<file path="src/rtl/trunc_dcnt_pkg.sv">
`timescale 1ns/1ps
package trunc_dcnt_pkg;
  typedef enum logic [1:0] {
    ACT_HOLD   = 2'd0,
    ACT_STEP   = 2'd1,
    ACT_RELOAD = 2'd2
  } dcnt_act_e;
endpackage

</file>
<file path="src/rtl/trunc_dcnt_term.sv">
`timescale 1ns/1ps
module trunc_dcnt_term #(
  parameter int unsigned WIDTH = 3,
  parameter int unsigned LAST  = 3
) (
  input  logic [WIDTH-1:0] count_i,
  input  logic             en_i,
  output logic             at_last_o,
  output logic             reload_o
);
  localparam logic [WIDTH-1:0] LAST_V = WIDTH'(LAST);

  always_comb begin
    at_last_o = (count_i == LAST_V);
    reload_o  = en_i & at_last_o;
  end
endmodule

</file>
<file path="src/rtl/trunc_dcnt_next.sv">
`timescale 1ns/1ps
module trunc_dcnt_next
  import trunc_dcnt_pkg::*;
#(
  parameter int unsigned WIDTH = 3,
  parameter int unsigned MAX   = 7,
  parameter int unsigned LAST  = 3
) (
  input  logic [WIDTH-1:0] count_i,
  input  logic             en_i,
  input  logic             at_last_i,
  output dcnt_act_e        act_o,
  output logic [WIDTH-1:0] next_o
);
  localparam logic [WIDTH-1:0] MAX_V  = WIDTH'(MAX);
  localparam logic [WIDTH-1:0] LAST_V = WIDTH'(LAST);

  logic out_of_range;

  // unreachable codes recover to the ceiling on the next enabled edge
  always_comb begin
    out_of_range = (count_i < LAST_V) || (count_i > MAX_V);
    if (!en_i)                          act_o = ACT_HOLD;
    else if (at_last_i || out_of_range) act_o = ACT_RELOAD;
    else                                act_o = ACT_STEP;
  end

  always_comb begin
    unique case (act_o)
      ACT_STEP:   next_o = count_i - WIDTH'(1);
      ACT_RELOAD: next_o = MAX_V;
      default:    next_o = count_i;
    endcase
  end
endmodule

</file>
<file path="src/rtl/trunc_dcnt_reg.sv">
`timescale 1ns/1ps
module trunc_dcnt_reg #(
  parameter int unsigned WIDTH = 3,
  parameter int unsigned MAX   = 7
) (
  input  logic             clk_i,
  input  logic             rst_ni,
  input  logic             load_i,
  input  logic [WIDTH-1:0] d_i,
  output logic [WIDTH-1:0] q_o
);
  localparam logic [WIDTH-1:0] MAX_V = WIDTH'(MAX);

  // state advances on the high-to-low clock transition
  always_ff @(negedge clk_i or negedge rst_ni) begin
    if (!rst_ni)     q_o <= MAX_V;
    else if (load_i) q_o <= d_i;
  end
endmodule

</file>
<file path="src/rtl/trunc_down_counter.sv">
`timescale 1ns/1ps
module trunc_down_counter
  import trunc_dcnt_pkg::*;
#(
  parameter int unsigned WIDTH = 3,
  parameter int unsigned MAX   = 7,
  parameter int unsigned LAST  = 3
) (
  input  logic             clk_i,
  input  logic             rst_ni,
  input  logic             en_i,
  output logic [WIDTH-1:0] count_o,
  output logic             reload_o
);
  logic [WIDTH-1:0] cnt_q;
  logic [WIDTH-1:0] cnt_d;
  logic             at_last;
  logic             strobe;
  dcnt_act_e        act;

  trunc_dcnt_term #(.WIDTH(WIDTH), .LAST(LAST)) u_term (
    .count_i   (cnt_q),
    .en_i      (en_i),
    .at_last_o (at_last),
    .reload_o  (strobe)
  );

  trunc_dcnt_next #(.WIDTH(WIDTH), .MAX(MAX), .LAST(LAST)) u_next (
    .count_i   (cnt_q),
    .en_i      (en_i),
    .at_last_i (at_last),
    .act_o     (act),
    .next_o    (cnt_d)
  );

  trunc_dcnt_reg #(.WIDTH(WIDTH), .MAX(MAX)) u_reg (
    .clk_i  (clk_i),
    .rst_ni (rst_ni),
    .load_i (act != ACT_HOLD),
    .d_i    (cnt_d),
    .q_o    (cnt_q)
  );

  assign count_o  = cnt_q;
  assign reload_o = strobe & rst_ni;
endmodule

</file>
<file path="config.mk">
export PLATFORM = sky130hd
export DESIGN_NAME = trunc_down_counter
export DESIGN_NICKNAME = d
export VERILOG_FILES = /design/src/rtl/trunc_dcnt_pkg.sv /design/src/rtl/trunc_dcnt_term.sv /design/src/rtl/trunc_dcnt_next.sv /design/src/rtl/trunc_dcnt_reg.sv /design/src/rtl/trunc_down_counter.sv
export SDC_FILE = /design/constraint.sdc
export NUM_CORES = 1
export LEC_CHECK = 0
export BUFFER_PORTS_ARGS = -buffer_cell sky130_fd_sc_hd__buf_2
export CAP_MARGIN = 10
export CORE_AREA = 2 2 39 41
export CTS_CLUSTER_SIZE = 16
export DETAILED_ROUTE_END_ITERATION = 10
export DIE_AREA = 0 0 41 43
export GPL_ROUTABILITY_DRIVEN = 0
export HOLD_SLACK_MARGIN = 0.06
export PLACE_DENSITY = 0.38
export SLEW_MARGIN = 20
export SYNTH_ARGS = -nofsm -noshare
export SYNTH_HDL_FRONTEND = slang
export SYNTH_SLANG_ARGS = --single-unit
export TNS_END_PERCENT = 50
</file>
<file path="constraint.sdc">
create_clock -name clk_i -period 2 [get_ports clk_i]
set_input_delay 0.4 -clock clk_i [delete_from_list [all_inputs] [get_ports clk_i]]
set_output_delay 0.4 -clock clk_i [all_outputs]
set_load 0.02 [all_outputs]
</file>
Word level (Yosys, flattened, before mapping)
Cells that the tools add are included.
- output and inout port bits: 4
- bits in registers: 3
- multiplexer cells: 3
- bitwise logic cells: 2
- reduce and logical (&&, ||, !) cells: 5
- add/subtract/negate cells: 1
- equal/unequal tests: 3
- $lt $le $gt $ge: 2
- operator list (operator ; number):
    case mux 3 bit (2 select lines) ; 1
    2-to-1 mux 2 bit ; 2
    nonzero test 2 bit ; 2
    == test 3 x 2 -> 1 bit (second input constant) ; 1
    > comparator 3 bit (second input constant) ; 1
    less-than comparator 3 x 2 -> 1 bit (second input constant) ; 1
    subtractor 3 x 1 -> 3 bit (second input constant) ; 1
    AND 1 bit ; 2
    == test 2 x 1 -> 1 bit (second input constant) ; 1
    == test 2 bit (second input constant) ; 1
    logical OR 1 bit ; 2
    AND reduction 2 bit ; 1

Depth between registers and ports, before layout
Gate-level depths: netlist of run 1.
- depth in word-level cells: 8
- mapped depth: 4
- gate-level depth less buffers: 4

Modules after synthesis
A second synthesis of run 1 with hierarchy kept.
- cells, all modules: 29
- area total of the unflattened synthesis: 282.8 µm²
- by module, submodules not included (module ; cells an instance ; sequential area each (µm²) ; area each (µm²) ; times used):
    trunc_dcnt_next ; 18 ; 0.0 ; 133.9 ; 1
    trunc_dcnt_reg ; 7 ; 78.8 ; 116.4 ; 1
    trunc_dcnt_term ; 2 ; 0.0 ; 20.0 ; 1
    trunc_down_counter ; 2 ; 0.0 ; 12.5 ; 1

==> results of run 1 <==
==> layer usage <==
| metal | routed length (um) | global-route usage (%) | share of wire (%) |
|---|---|---|---|
| met1 | 216 | 7.49 | 36 |
| met2 | 348 | 11.9 | 58 |
| met3 | 33 | 7.33 | 5.5 |
| met4 | 0 | 10.0 | 0 |
| met5 | 0 | 0 | 0 |
==> worst max-delay path by stage <==
stage | from | endpoint | slack [ps] | depth (start not counted)
after floorplan | u_reg.q_o[0] | reload_o | -490 | 2
after global placement | u_reg.q_o[0] | reload_o | -410 | 3
after detailed placement | u_reg.q_o[0] | reload_o | -440 | 3
after CTS | u_reg.q_o[1] | reload_o | -730 | 3
after global routing | u_reg.q_o[0] | reload_o | -760 | 3
final | u_reg.q_o[0] | reload_o | -710 | 3
==> through the flow <==
| stage | cell area, um2 | hold slack (ps) | utilization, % | setup WS [ps] | power, mW |
|---|---|---|---|---|---|
| after floorplan | 223 | 560 | - | -487 | 0.367 |
| after global placement | 318 | 654 | 23.0 | -412 | 0.490 |
| after detailed placement | 318 | 652 | 23.0 | -441 | 0.502 |
| after CTS | 400 | 672 | 28.9 | -735 | 0.709 |
| after global routing | 434 | 693 | 31.4 | -755 | 0.827 |
| final | 434 | 667 | 31.4 | -706 | 0.763 |
==> what timing repair did <==
item                                   4_1_cts  5_1_grt
pin swaps                                    2        2
setup buffers                                1        4
gates resized for setup                     11        1
endpoints found under the hold margin        0        0
setup endpoints to repair                    4        4
==> cell usage in the layout, fill, tap and decap left out <==
cell type	n
nand4bb_1	1
xnor2_1	1
ha_4	1
and2_1	1
nand2_1	1
nand3b_1	1
clkbuf_4	3
o21a_1	2
a21oi_1	2
buf_6	6
ha_1	1
buf_2	2
buf_4	9
o221a_2	1
dfstp_2	3
inv_1	6
nor2_1	1
nand2b_1	2
nand4_1	1
and4b_2	1
==> cells by family (layout without fill, tap and decap cells) <==
kind of cell | count (synthesis) | after routing | share of synthesized area, %
buffers and inverters | 3 | 26 | 5.08
adders and majority gates | 2 | 2 | 11.3
DFF | 3 | 3 | 35.6
xor gates and xnor gates | 1 | 1 | 3.96
and+or+nand+nor | 9 | 9 | 27.7
AOI/OAI and AO/OA | 5 | 5 | 16.4
==> final cells by class <==
cell class | instances | area, um2
timing repair buffer | 17 | 145
inverter | 2 | 7.51
sequential | 3 | 78.8
clock buffer | 3 | 22.5
tap | 16 | 20.0
clock inverter | 4 | 15.0
fill | 155 | 950
multi-input combinational | 17 | 145
==> report_power, final <==
group          internal (mW)  switching, mW  total, mW
logic                  0.295          0.207      0.502
registers              0.112         0.0247      0.137
clock network         0.0780         0.0460      0.124
total                  0.485          0.278      0.763
==> worst max-delay path, cell delays in order, from the launching register on <==
cell     delay, ps
dfstp_2        540
ha_4           130
and4b_2        220
buf_6          120
==> run metrics, run 1 <==
leading area contributor after synthesis dfstp_2; worst hold start u_reg.q_o[2]; Pre-antenna DRT Iters 3; total of max-cap violations 0; Setup crit end kind output port; syn avg cell area 9.63 um2; Avg WL per Cell 9.63 um; CTS buffer count 3; PD cells 1760 nW/um2; Hold Crit Class reg -> reg; Seq cells post-synth 3; NumNets Final 52; Vias/cell 4.05; Post-Layout Cell Count 62; syn nets 28; LEAKAGE 0.220 nW; worst reg2reg endpoint u_reg.q_o[1]; Final Hold Viols 0; Cells after Synth 23; Worst Path Arrival 2310 ps; Setup WS post-layout -706 ps; Port Buf Inserts 6; top cells by count, synth 3 x dfstp_2, 3 x inv_1; TNS Setup -2160 ps; Hold EP u_reg.q_o[2]; unrepaired setup endpoints after global routing true; Max FO, Critical Path 2; synth-to-layout area growth 96.0%; Clock Skew 3.86 ps; CP Launch Type register; CP required between 1500 and 2000 ps; Vias 251; Die X 41 um; FF-to-FF path depth 7; Worst R2R Start u_reg.q_o[1]; # IOs 7; max reg flops 3; antenna viol nets, final 0; Least-Margin Pin Slew 129 ps; synth top area cells dfstp_2 36%, ha_1 11%, o21a_1 6.8%, nand2b_1 5.6%, inv_1 5.1%; antenna violations before repair 0; clk slew on worst S/H paths about 30 ps; layout cells sized above 1 56.5%; CTS H-tree lvls 1; DP HPWL 432 um; Largest regs u_reg.q_o: 3 flops; Initial DRC Count 9; post-synth cell types 15; DRC 0; CTS Hold Bufs 0; first-pass GRT wire length 966 um; sequential-to-total area share from yosys stat 35.6%; Sink Count 3; TritonCTS clock tree done; GRT Total Usage 9.07%; die area between 1500 and 2000 um2; grt ovf 0; ys flop type dfstp_2; vias in the first global route 254; clk root buf clkbuf_4; Cell Area, Synth approximately 220 um2; R2R setup slack 460 ps; FFs w/ async S/R, synth 100%; Rows 14; Core ar. ~1400 um2; Yosys top cell area share between 30% and 40%; Die Ht 43 um; clock latency on the worst-skew pair 290 ps; CP Class reg -> out; pin count of the biggest net entering global routing 7; worst hold path cell count 2; status finished with violations; # diodes 0; CTS max path bufs 2; Routed WL 597 um; failing checks negative setup slack; Post-synth EDFFs 0; initial core utilization 16.0%; Reg with most FFs u_reg.q_o; relative slew slack between 90% and 100%; Max Slew Vio Count 0; Ys Warns 0; VDD IR max 0.357 mV; Placed Instances 51; setup violation total in the final timing report 4
Power figures use the tool's default switching activity.
==> inputs of run 2 (changes only) <==
Settings changed: PLACE_DENSITY 0.38 to unset, PLACE_DENSITY_LB_ADDON set to 0.1, SLEW_MARGIN 20 to unset.
==> run metrics, run 2 (synthesis gave the netlist of run 1 again) <==
relative slew slack 90.2%; LEAKAGE 0.201 nW; status finished with violations; unrepaired setup endpoints after global routing true; Port Buf Inserts 6; CTS max path bufs 2; Pwr Total 0.721 mW; Hold EP u_reg.q_o[2]; CTS Hold Bufs 0; Max FO, Critical Path 2; VDD IR max 0.620 mV; Hold Crit Class reg -> reg; Worst Path Arrival 2300 ps; Crit. Startpoint u_reg.q_o[0]; Max stage delay cell, worst path dfstp_2; most frequent cells in the layout 6 x inv_1, 6 x buf_6, 5 x buf_4; max reg flops 3; PD cells roughly 1800 nW/um2; synth-to-layout area growth 82.5%; Reg with most FFs u_reg.q_o; clock latency on the worst-skew pair 290 ps; Die X a little over 40 um; Initial DRC Count 3; CTS H-tree lvls 1; DRC 0; Avg WL per Cell about 10 um; first-pass GRT wire length 917 um; worst hold start u_reg.q_o[2]; Vias 237; R2R setup slack ~430 ps; post-layout util 29.2%; cells along the critical path ha_4 > and4b_2 > buf_6; antenna viol nets, final 0; Worst R2R Start u_reg.q_o[0]; Die Ht around 43 um; worst hold path cell count 2; NumNets Final 48; failing checks negative setup slack; grt ovf 0; FF-to-FF path depth 7; Routed WL around 600 um; vias in the first global route about 240; CP Class reg -> out; # diodes 0; Sink Count 3; Setup WS post-layout -698 ps; setup violation total in the final timing report 4; Core ar. roughly 1400 um2; worst reg2reg endpoint u_reg.q_o[1]; worst hold slack about 670 ps; pin count of the biggest net entering global routing 7; Setup crit end kind output port; CTS buffer count 3; Rows 14; GRT Total Usage 8.33%; Pre-antenna DRT Iters 2; CP required 1600 ps; Largest regs u_reg.q_o: 3 flops; Least-Margin Pin Slew between 100 and 150 ps; TNS Setup -2160 ps; initial core utilization 16.0%; Final Hold Viols 0; clk root buf clkbuf_4; CP Launch Type register; die area ~1800 um2; total of max-cap violations 0; CP max stage delay between 500 and 600 ps; antenna violations before repair 0; clk slew on worst S/H paths approximately 30 ps; Max Slew Vio Count 0; # IOs 7; layout cells sized above 1 52.4%; Clock Skew 7.54 ps; TritonCTS clock tree done; Vias/cell a little over 4
## run 2: cell count changes in the layout (fill, tap and decap cells not counted), sizes merged
| cell | delta |
|---|---|
| buf | -4 |
## run 2: worst max path at each step
stage                    end  slack, ps  cells past startpoint
finish              reload_o       -700                      3
global route        reload_o       -730                      3
CTS                 reload_o       -700                      3
detailed placement  reload_o       -430                      3
global placement    reload_o       -450                      3
floorplan           reload_o       -490                      2
## run 2: critical path, delay by kind of cell, from the launching register on
kind	cells	cell delay, ps
adders and majority gates	1	140
and+or+nand+nor	1	220
buffers and inverters	1	110
DFF	1	540
## run 2: metal layers
layer / part of all wire, % / GRT usage [%] / up-vias
met3: 4.9 / 6.28 / 0
met1: 43 / 7.40 / 113
li1: - / - / 119
met5: 0 / 0 / -
met2: 52 / 11.9 / 5
met4: 0 / 6.67 / 0
## run 2: area by class of cell
| class | count | area [um2] |
|---|---|---|
| clock buffer | 3 | 22.5 |
| clock inverter | 4 | 15.0 |
| fill | 150 | 980 |
| inverter | 2 | 7.51 |
| multi-input combinational | 17 | 145 |
| sequential | 3 | 78.8 |
| tap | 16 | 20.0 |
| timing repair buffer | 13 | 115 |
## run 2: report_power, final
| group | internal (mW) | switching (mW) |
|---|---|---|
| combinational | 0.254 | 0.204 |
| sequential | 0.112 | 0.0244 |
| clock | 0.0781 | 0.0481 |
| total | 0.444 | 0.276 |
## run 2: through the flow
step,std cells,cell area [um2],setup WS (ps)
3_5_place_dp,50,310,-434
5_1_grt,58,404,-733
3_3_place_gp,50,310,-448
2_1_floorplan,23,223,-487
4_1_cts,56,382,-701
6_report,58,404,-698
## run 2: what timing repair did
action / in CTS / in global routing
cloned: 0 / 0
resized for setup: 10 / 2
endpoints found under the setup margin: 4 / 4
setup buffers: 1 / 2
==> inputs of run 3 (changes only) <==
==> constraint.sdc (replaced) <==
create_clock -name clk_i -period 2 [get_ports clk_i]
set_input_delay 0.6 -clock clk_i [delete_from_list [all_inputs] [get_ports clk_i]]
set_output_delay 0.6 -clock clk_i [all_outputs]
set_load 0.02 [all_outputs]
==> run metrics, run 3 (synthesis gave the netlist of run 1 again) <==
Pwr Total 0.719 mW; Max FO, Critical Path 2; first-pass GRT wire length 1020 um; CTS buffer count 3; PD cells 1760 nW/um2; dpl cell area 310 um2; # IOs 7; largest delay contributor family on the critical path flip-flops; TritonCTS clock tree done; grt ovf 0; Setup crit end kind output port; pin count of the biggest net entering global routing 7; CP required 1400 ps; setup violation total in the final timing report 4; Setup WS post-layout -896 ps; die area 1760 um2; clk root buf clkbuf_4; Hold Crit Class reg -> reg; register area 78.8 um2; CTS Hold Bufs 0; synth-to-layout area growth 84.2%; status finished with violations; clk slew on worst S/H paths approximately 30 ps; cells along the critical path ha_4 > and4b_2 > buf_6; commonest non-fill, non-tap cell in the layout buf_4; initial core utilization 16.0%; max reg flops 3; Vias/cell 4.03; CTS max path bufs 2; CP Class reg -> out; Multi-input gate area roughly 150 um2; Initial DRC Count 3; GRT Total Usage slightly above 9%; total of max-cap violations 0; Largest regs u_reg.q_o: 3 flops; CP max stage delay 550 ps; CP Launch Type register; Routed WL 619 um; Avg WL per Cell 10.5 um; Sink Count 3; layout cells sized above 1 53.5%; VDD IR max 0.626 mV; TNS Setup -2980 ps; Max Slew Vio Count 0; # diodes 0; CTS H-tree lvls 1; busiest grt layer met2; antenna viol nets, final 0; Pre-antenna DRT Iters 4; Die Ht 43 um; Core ar. 1380 um2; dpl ws -632 ps; most frequent cells in the layout 7 x buf_4, 6 x inv_1, 5 x buf_6; Reg with most FFs u_reg.q_o; Die X 41 um; failing checks negative setup slack; LEAKAGE 0.204 nW; relative slew slack 90.8%; Fillers 157; Rows 14; Max stage delay cell, worst path dfstp_2; vias in the first global route 251; global routing met2 resource utilization 12.2%; post-layout util 29.5%; Final Hold Viols 0; Least-Margin Pin Slew 138 ps; Clock Skew 5.04 ps; Design Area, Final 408 um2; Worst Path Arrival 2300 ps; clock latency on the worst-skew pair 290 ps; unrepaired setup endpoints after global routing true; NumNets Final 49; DP HPWL 476 um; Port Buf Inserts 6; antenna violations before repair 0; GR Util met3 7.33%; DRC 0; Critical path buffers and inverters 1; grt met1 use under 10%; Vias between 200 and 250
==> run 3: cell count changes in the layout (fill, tap and decap cells not counted) <==
cell,change
buf_4,+2
buf_6,-1
==> run 3: timing repair <==
item	4_1_cts	5_1_grt
pin swaps	0	1
buffers inserted	2	1
resized for setup	11	0
endpoints found under the setup margin	4	4
==> run 3: worst register-to-register path, delay by kind of cell, from the launching register on <==
kind,cells,cell delay [ps]
DFF,1,540
buffers and inverters,4,350
adders and majority gates,1,280
AOI/OAI and AO/OA,1,240
and+or+nand+nor,1,50
==> run 3: per-layer routing <==
metal / part of all wire, % / routed length [um]
met1: 39 / 242
met2: 55 / 339
met3: 4.8 / 30
met4: 0.97 / 6
met5: 0 / 0
==> run 3: final timing paths <==
path	from	end	slack, ps	cells after the start
max	u_reg.q_o[1]	reload_o	-900	3
min	u_reg.q_o[2]	u_reg.q_o[2]	680	2
max reg2reg	u_reg.q_o[0]	u_reg.q_o[1]	460	7
min reg2reg	u_reg.q_o[2]	u_reg.q_o[2]	680	2
max in group asynchronous	rst_ni	u_reg.q_o[0]	690	1
min in group asynchronous	rst_ni	u_reg.q_o[2]	1290	1
==> run 3: layout make-up <==
type	count	share of cell area (%)
clock buffers	3	5.52
repair buffers	14	29.1
inverters	2	1.84
flip-flops and latches	3	19.3
well taps	16	4.91
multi-input cells	17	35.6
clock inverters	4	3.68
==> run 3: power breakdown <==
group	internal, mW	switching (mW)	total [mW]	leakage (nW)
Clock	0.0780	0.0465	0.125	0.0351
Sequential	0.113	0.0272	0.140	0.0316
Combinational	0.259	0.196	0.455	0.138
Total	0.450	0.270	0.719	0.204
==> run 3: per-stage QoR <==
step           hold slack [ps]  cells
2_1_floorplan              560     23
3_3_place_gp               669     50
3_5_place_dp               671     50
4_1_cts                    677     58
5_1_grt                    689     59
6_report                   675     59
